$ cat config.mk
export PLATFORM = sky130hd
export DESIGN_NAME = sr_pasr_ctrl
export DESIGN_NICKNAME = d
export VERILOG_FILES = /design/src/rtl/sr_pasr_pkg.sv /design/src/rtl/sr_tick_timer.sv /design/src/rtl/sr_row_seq.sv /design/src/rtl/sr_pasr_ctrl.sv
export SDC_FILE = /design/constraint.sdc
export NUM_CORES = 1
export LEC_CHECK = 0
export ABC_AREA = 1
export BUFFER_PORTS_ARGS = -buffer_cell sky130_fd_sc_hd__buf_2
export CORE_MARGIN = 2
export CORE_UTILIZATION = 35
export CTS_BUF_LIST = sky130_fd_sc_hd__clkbuf_4
export CTS_CLUSTER_DIAMETER = 40
export DETAILED_ROUTE_END_ITERATION = 10
export GPL_ROUTABILITY_DRIVEN = 0
export PLACE_DENSITY = 0.6
export SKIP_CTS_REPAIR_TIMING = 1
export SLEW_MARGIN = 40
export SYNTH_ARGS = -nofsm -noshare
export SYNTH_HDL_FRONTEND = slang
export SYNTH_SLANG_ARGS = --single-unit
$ cat constraint.sdc
create_clock -name clk -period 3.9 [get_ports clk]
set_clock_uncertainty 0.05 [all_clocks]
set_input_delay 0.585 -clock clk [delete_from_list [all_inputs] [get_ports clk]]
set_output_delay 0.585 -clock clk [all_outputs]
set_load 0.1 [all_outputs]
$ cat src/rtl/sr_pasr_pkg.sv
package sr_pasr_pkg;

    localparam int NUM_BANKS = 4;
    localparam int BANK_W    = 2;

    typedef enum logic [2:0] {
        PA_FULL      = 3'd0,
        PA_HALF      = 3'd1,
        PA_QUARTER   = 3'd2,
        PA_EIGHTH    = 3'd3,
        PA_SIXTEENTH = 3'd4
    } pa_sel_e;

    typedef enum logic [1:0] {
        TEMP_COLD = 2'd0,
        TEMP_COOL = 2'd1,
        TEMP_WARM = 2'd2,
        TEMP_HOT  = 2'd3
    } temp_band_e;

    // Number of linear locations kept alive for a retention code.
    function automatic int region_span(logic [2:0] code, int rows);
        case (code)
            PA_HALF:      return 2 * rows;
            PA_QUARTER:   return rows;
            PA_EIGHTH:    return rows / 2;
            PA_SIXTEENTH: return rows / 4;
            default:      return NUM_BANKS * rows;
        endcase
    endfunction

    // Strobe period in clock cycles for a temperature band.
    function automatic int tick_interval(logic [1:0] band, int base);
        case (band)
            TEMP_COLD: return 4 * base;
            TEMP_COOL: return 2 * base;
            TEMP_WARM: return base;
            default:   return (base / 2 < 1) ? 1 : base / 2;
        endcase
    endfunction

endpackage

$ cat src/rtl/sr_tick_timer.sv
module sr_tick_timer
    import sr_pasr_pkg::*;
#(
    parameter int BASE_TICKS = 8
) (
    input  logic       clk,
    input  logic       rst,
    input  logic       run,
    input  logic [1:0] band,
    output logic       tick
);

    localparam int TMR_W = $clog2(4 * BASE_TICKS + 1);

    logic [TMR_W-1:0] cnt_q;
    logic [TMR_W-1:0] last_cnt;

    always_comb begin
        last_cnt = TMR_W'(tick_interval(band, BASE_TICKS) - 1);
    end

    // Greater-or-equal so a shorter period after a band change fires at once.
    assign tick = run && (cnt_q >= last_cnt);

    always_ff @(posedge clk) begin
        if (rst) begin
            cnt_q <= '0;
        end else if (!run || tick) begin
            cnt_q <= '0;
        end else begin
            cnt_q <= cnt_q + 1'b1;
        end
    end

endmodule

$ cat src/rtl/sr_row_seq.sv
module sr_row_seq
    import sr_pasr_pkg::*;
#(
    parameter int ROW_W = 6
) (
    input  logic              clk,
    input  logic              rst,
    input  logic              tick,
    input  logic [2:0]        pa_code,
    output logic              stb,
    output logic [BANK_W-1:0] bank,
    output logic [ROW_W-1:0]  row
);

    localparam int ROWS   = 1 << ROW_W;
    localparam int IDX_W  = BANK_W + ROW_W;
    localparam int SPAN_W = IDX_W + 1;

    logic [IDX_W-1:0]  pos_q;
    logic [IDX_W-1:0]  eff;
    logic [IDX_W-1:0]  nxt;
    logic [SPAN_W-1:0] span;
    logic [SPAN_W-1:0] eff_inc;

    always_comb begin
        span    = SPAN_W'(region_span(pa_code, ROWS));
        // A position left outside a narrowed region restarts at the base.
        eff     = ({1'b0, pos_q} >= span) ? '0 : pos_q;
        eff_inc = {1'b0, eff} + 1'b1;
        nxt     = (eff_inc >= span) ? '0 : eff_inc[IDX_W-1:0];
    end

    always_ff @(posedge clk) begin
        if (rst) begin
            pos_q <= '0;
            stb   <= 1'b0;
            bank  <= '0;
            row   <= '0;
        end else begin
            stb <= tick;
            if (tick) begin
                {bank, row} <= eff;
                pos_q       <= nxt;
            end
        end
    end

endmodule

$ cat src/rtl/sr_pasr_ctrl.sv
module sr_pasr_ctrl
    import sr_pasr_pkg::*;
#(
    parameter int ROW_W      = 6,
    parameter int BASE_TICKS = 8
) (
    input  logic             clk,
    input  logic             rst,
    input  logic             sr_en,
    input  logic [2:0]       pa_code,
    input  logic [1:0]       temp_code,
    output logic             ref_stb,
    output logic [1:0]       ref_bank,
    output logic [ROW_W-1:0] ref_row
);

    logic tick;

    sr_tick_timer #(
        .BASE_TICKS (BASE_TICKS)
    ) u_timer (
        .clk  (clk),
        .rst  (rst),
        .run  (sr_en),
        .band (temp_code),
        .tick (tick)
    );

    sr_row_seq #(
        .ROW_W (ROW_W)
    ) u_seq (
        .clk     (clk),
        .rst     (rst),
        .tick    (tick),
        .pa_code (pa_code),
        .stb     (ref_stb),
        .bank    (ref_bank),
        .row     (ref_row)
    );

endmodule

## Word-level counts from Yosys, hierarchy flattened

Cells that the tools add are included.

| word-level totals | value |
|---|---|
| register bits after elaboration | 23 |
| bits in latches | 0 |
| RAM bits | 0 |
| memory bits (read-only) | 0 |
| output and inout bits | 9 |
| logic and storage cells | 26 |
| memories | 0 |

| cells by class | value |
|---|---|
| add/sub/neg operators | 3 |
| multiply operators | 0 |
| div/mod/pow operators | 0 |
| magnitude comparators | 3 |
| eq/ne operators | 6 |
| shift-type cells | 0 |
| muxes and demuxes | 4 |
| bitwise operators | 0 |
| reductions and logical operators | 5 |

Operator list:

| operator | number |
|---|---|
| 9-bit case mux with 4 select lines | 1 |
| 6-bit case mux with 3 select lines | 1 |
| 8-bit two-way mux | 2 |
| 8-bit by 1-bit adder with 9-bit output, second input constant | 1 |
| 8-bit by 9-bit greater-or-equal comparator with 1-bit output | 1 |
| 9-bit greater-or-equal comparator | 1 |
| 6-bit by 1-bit adder with 6-bit output, second input constant | 1 |
| 3-bit by 2-bit == test with 1-bit output, second input constant | 2 |
| 6-bit greater-or-equal comparator | 1 |
| 6-bit by 1-bit subtractor with 6-bit output, second input constant | 1 |
| 3-bit by 1-bit == test with 1-bit output, second input constant | 1 |
| 3-bit == test, second input constant | 1 |
| 2-bit by 1-bit == test with 1-bit output, second input constant | 1 |
| 2-bit == test, second input constant | 1 |
| 2-bit logical NOT | 1 |
| 2-bit OR reduction | 1 |
| 1-bit logical AND | 1 |
| 1-bit logical NOT | 1 |
| 1-bit logical OR | 1 |

## Logic depth before layout (Yosys ltp)

| logic depth | value |
|---|---|
| depth in word-level cells | 7 |
| gate-level depth with buffers | 28 |
| gate-level depth less buffers | 28 |

## Hierarchy

A second synthesis with hierarchy kept.

| unflattened totals | value |
|---|---|
| cells, all modules | 217 |
| area, all modules | 1582.8 µm² |

Modules (own cells, without submodules):

| module | times used | cells an instance | area each (µm²) | seq. area each (µm²) |
|---|---|---|---|---|
| sr_row_seq | 1 | 170 | 1226.2 | 340.3 |
| sr_tick_timer | 1 | 47 | 356.6 | 120.1 |

## Worst setup path before layout

No wires, ideal clock.

| timing | value |
|---|---|
| kind | input -> register |
| start | in pa_code[0] |
| end | reg u_seq.pos_q[6] |
| arrival | 3.599 ns |
| data required time | 3.786 ns |
| path slack | 0.187 ns |
| stages on the path | 24 |
| buffers on the path | 0 |
| path through | inv_2 nand3_2 ha_1 a21oi_1 nand2_1 nand2_1 nand2_2 nand2_4 nand2_1 inv_1 ha_1 nand2_1 nor2_2 nand3_1 nand2_1 inv_1 ha_1 a21oi_1 o21ai_0 a221oi_1 nand3_2 nor2_1 nor2_1 nor2_1 |

| on the way | value |
|---|---|
| word-level cells in the longest chain between the ends | 7 |

Ends and longest elaborated chain:

| element | line | RTL |
|---|---|---|
| start, declared | sr_pasr_ctrl.sv:10 | `input logic [2:0] pa_code,` |
| 3-bit == test, or another cell as far along | sr_pasr_pkg.sv:23 | `case (code)` |
| 9-bit case mux with 4 select lines (*) | sr_pasr_pkg.sv:23 |  |
| 8-bit by 9-bit greater-or-equal comparator with 1-bit output (*) | sr_row_seq.sv:28 | `eff = ({1'b0, pos_q} >= span) ? '0 : pos_q;` |
| 8-bit two-way mux (*) | sr_row_seq.sv:28 |  |
| via u_seq.eff[0] | sr_row_seq.sv:20 | `logic [IDX_W-1:0] eff;` |
| 8-bit by 1-bit adder with 9-bit output (*) | sr_row_seq.sv:29 | `eff_inc = {1'b0, eff} + 1'b1;` |
| 9-bit greater-or-equal comparator | sr_row_seq.sv:30 | `nxt = (eff_inc >= span) ? '0 : eff_inc[IDX_W-1:0];` |
| 8-bit two-way mux (*) | sr_row_seq.sv:30 |  |
| end signal, assigned | sr_row_seq.sv:43 | `pos_q <= nxt;` |
| end, declared | sr_row_seq.sv:19 | `logic [IDX_W-1:0] pos_q;` |

The timed path passes the listed nets; every way through them passes the cells marked *.
A chain may end at the register's enable or synchronous reset.

## Worst setup path after layout

| timing | value |
|---|---|
| start | in pa_code[1] |
| end | reg u_seq.pos_q[1] |

Same word-level chain as after synthesis.

==> impl_metrics.py <==
metrics = {
    "floorplanning": {
        "die_area_um2": 4947,
        "coreArea_um2": 4294,
        "start_util_pct": 35.87,
        "die_h_um": 70.34,
        "row_count": 24,
        "die_x_um": 70.34,
        "io_pins": 17,
    },
    "placement": {
        "hpwl_um": 2504,
        "portBuffers": 16,
        "placed_cell_area_um2": 1690,
        "dp_cells": 285,
    },
    "timing": {
        "hold_viol_final": 0,
        "min_period_ns": 3.492,
        "hold-worst-slack_ns": 0.4046,
        "slew_headroom_pct": 67.52,
        "setup_tns_ns": 0,
        "fin_crit_sh_pct": 89.53,
        "rsz0062_at_grt": "no",
        "max_freq_mhz": 286.4,
        "worst_pin_slew_ns": 0.4905,
        "drv_slew": 0,
        "setup_violations": 0,
    },
    "critical_path": {
        "end_kind": "register",
        "path_class": "primary input to register",
        "critPathMaxStageDelay_ns": 0.29,
        "crit_buf_inv": 7,
        "startpoint_type": "primary input",
        "worst-path-max-fanout": 3,
        "cp_common_cell": "nand2_1",
        "slowest_stage": "ha_1",
        "arrival_ns": 3.70,
        "crit_family": "simple AND/OR/NAND/NOR gates",
        "worstPathRequired_ns": 4.11,
    },
    "finish": {
        "multi_input_area_um2": 939.7,
        "design_area_um2": 1745,
        "instances_no_fill": 291,
        "regArea_um2": 460.4,
        "nFillCells": 461,
        "fin_nets": 262,
        "syn_to_final_growth_pct": 13.32,
        "final_common_cell": "nand2_1",
        "layout_common_cells": "nand2_1 (40), inv_1 (30), nor2_1 (29)",
        "drive_gt1_share_pct": 20.08,
        "antenna_cells": 0,
    },
    "power_and_ir_drop": {
        "combPwrFrac_pct": 13.4,
        "p_int_uw": 294.5,
        "power.density_nw_per_um2": 229.2,
        "p_sw_share_pct": 26.37,
        "p_sw_uw": 105.5,
        "p_seq_share_pct": 59.2,
        "p_clk_share_pct": 27.5,
        "p_leak_nw": 0.8538,
        "ir_drop_mv": 0.2014,
    },
    "logic_synthesis": {
        "ys_types": 29,
        "synthCells": 217,
        "avgSynthCellArea_um2": 7.098,
        "synth-seq-area-share_pct": 29.89,
        "synth_warnings": 0,
        "syn_area_um2": 1540,
        "synth_seq_cells": 23,
        "syn_nets": 239,
    },
    "clocking": {
        "cts.sinks": 23,
        "insertion_delay_ns": 0.31,
        "cts_max_path_buffers": 2,
        "clk_pin_slew_ns": 0.12,
        "htreeDepth": 1,
        "cts_made_buffers": 3,
        "cts_tree": "yes",
        "root_buffer": "clkbuf_4",
    },
    "hold_path": {
        "hp-class": "register to register",
    },
    "routing": {
        "wl_per_cell_um": 10.80,
        "viasPerCell": 4.588,
        "totalWireLength_um": 3143,
        "drc": 0,
        "ant_nets": 0,
        "drtIter0Drc": 29,
        "vias": 1335,
        "firstDrtPassIters": 4,
    },
    "global_routing": {
        "grt_pass1_wl_um": 5554,
        "grt_max_degree": 24,
        "grt_usage_pct": 13.73,
        "gr-total-overflow": 0,
        "grt_pass1_vias": 1250,
        "grt_antenna_before_repair": 0,
    },
    "status": {
        "outcome": "finished clean",
    },
    "run": {
        "cap_viol_max_count": 0,
    },
}
[logic make-up after synthesis]
| family | Yosys count | share of synthesized area (%) |
|---|---|---|
| fa+ha+maj | 14 | 11.37 |
| xor+xnor | 4 | 2.275 |
| flops | 23 | 29.89 |
| compound gates | 28 | 10.40 |
| simple gates | 110 | 36.15 |
| buf+inv | 38 | 9.910 |
[stage by stage]
stage / power (mW) / worst slack (ns) / util (%)
floorplan: 0.2761 / 0.1868 / -
global placement: 0.2910 / 0.09779 / 39.36
detailed placement: 0.2922 / 0.07080 / 39.36
CTS: 0.4028 / 0.3918 / 40.01
global route: 0.4209 / 0.002468 / 40.65
finish: 0.4000 / 0.4084 / 40.65
[worst reg2reg max path, delay by kind of cell, from the launching register on]
kind,cells,cell delay (ns)
simple gates,13,0.99
fa+ha+maj,3,0.77
compound gates,4,0.61
buf+inv,5,0.52
flops,1,0.45
[layer usage]
metal	vias to the layer above	share of wire, %	track usage (%)
met5	-	0	0
met3	5	1.6	1.732
li1	752	-	-
met1	568	54	19.68
met4	0	1.5	5.128
met2	10	42	20.86
[sequential cells by signal, indices dropped and copies added (netlist names)]
signal,cells
u_seq.bank,2
u_seq.pos_q,8
u_seq.row,6
u_seq.stb,1
u_timer.cnt_q,6
[synth_stat cells]
cell	count	area [um^2]
nor2_2	3	18.77
clkbuf_8	1	13.76
xor2_1	3	26.28
a221oi_1	1	8.760
o21ai_0	8	40.04
clkbuf_1	3	11.26
inv_1	30	112.6
nand2_1	41	153.9
ha_1	14	175.2
or2_2	1	6.260
nand3_1	16	80.08
nor2_4	1	11.26
nand3_2	4	40.04
dfxtp_1	23	460.4
o211ai_1	2	15.01
o21ai_1	2	10.01
nand3b_1	1	7.510
nand4_2	2	25.02
nand2_4	1	11.26
nand3_4	1	17.52
nor3_1	1	5.000
nor2_1	29	108.9
xnor2_1	1	8.760
nand4_4	1	21.27
inv_2	4	15.01
nand4_1	7	43.79
a21oi_1	14	70.07
o21ai_4	1	16.27
nand2_2	1	6.260
[area by class of cell]
class                           count  share of cell area [%]
Multi-Input combinational cell    156                   53.84
Inverter                           34                   7.312
Tap cell                           52                   3.728
Clock buffer                        3                   1.290
Sequential cell                    23                   26.38
Clock inverter                      1                  0.2867
Timing Repair Buffer               22                   7.168
[final timing paths]
check                                       from          endpoint  slack [ns]  depth (start not counted)
worst max register to register    u_seq.pos_q[4]    u_seq.pos_q[1]        0.45                         25
worst min-delay path            u_timer.cnt_q[0]  u_timer.cnt_q[0]        0.40                          1
worst max-delay path                  pa_code[1]    u_seq.pos_q[1]        0.41                         28
worst min register to register  u_timer.cnt_q[0]  u_timer.cnt_q[0]        0.40                          1
[power by group through the flow]
stage	Combinational, mW	Clock [mW]	Sequential [mW]
2_1_floorplan	0.0336	0	0.243
3_3_place_gp	0.0491	0	0.242
3_5_place_dp	0.0503	0	0.242
4_1_cts	0.0506	0.116	0.237
5_1_grt	0.0601	0.124	0.237
6_report	0.0534	0.110	0.237
Power figures use the tool's default switching activity.
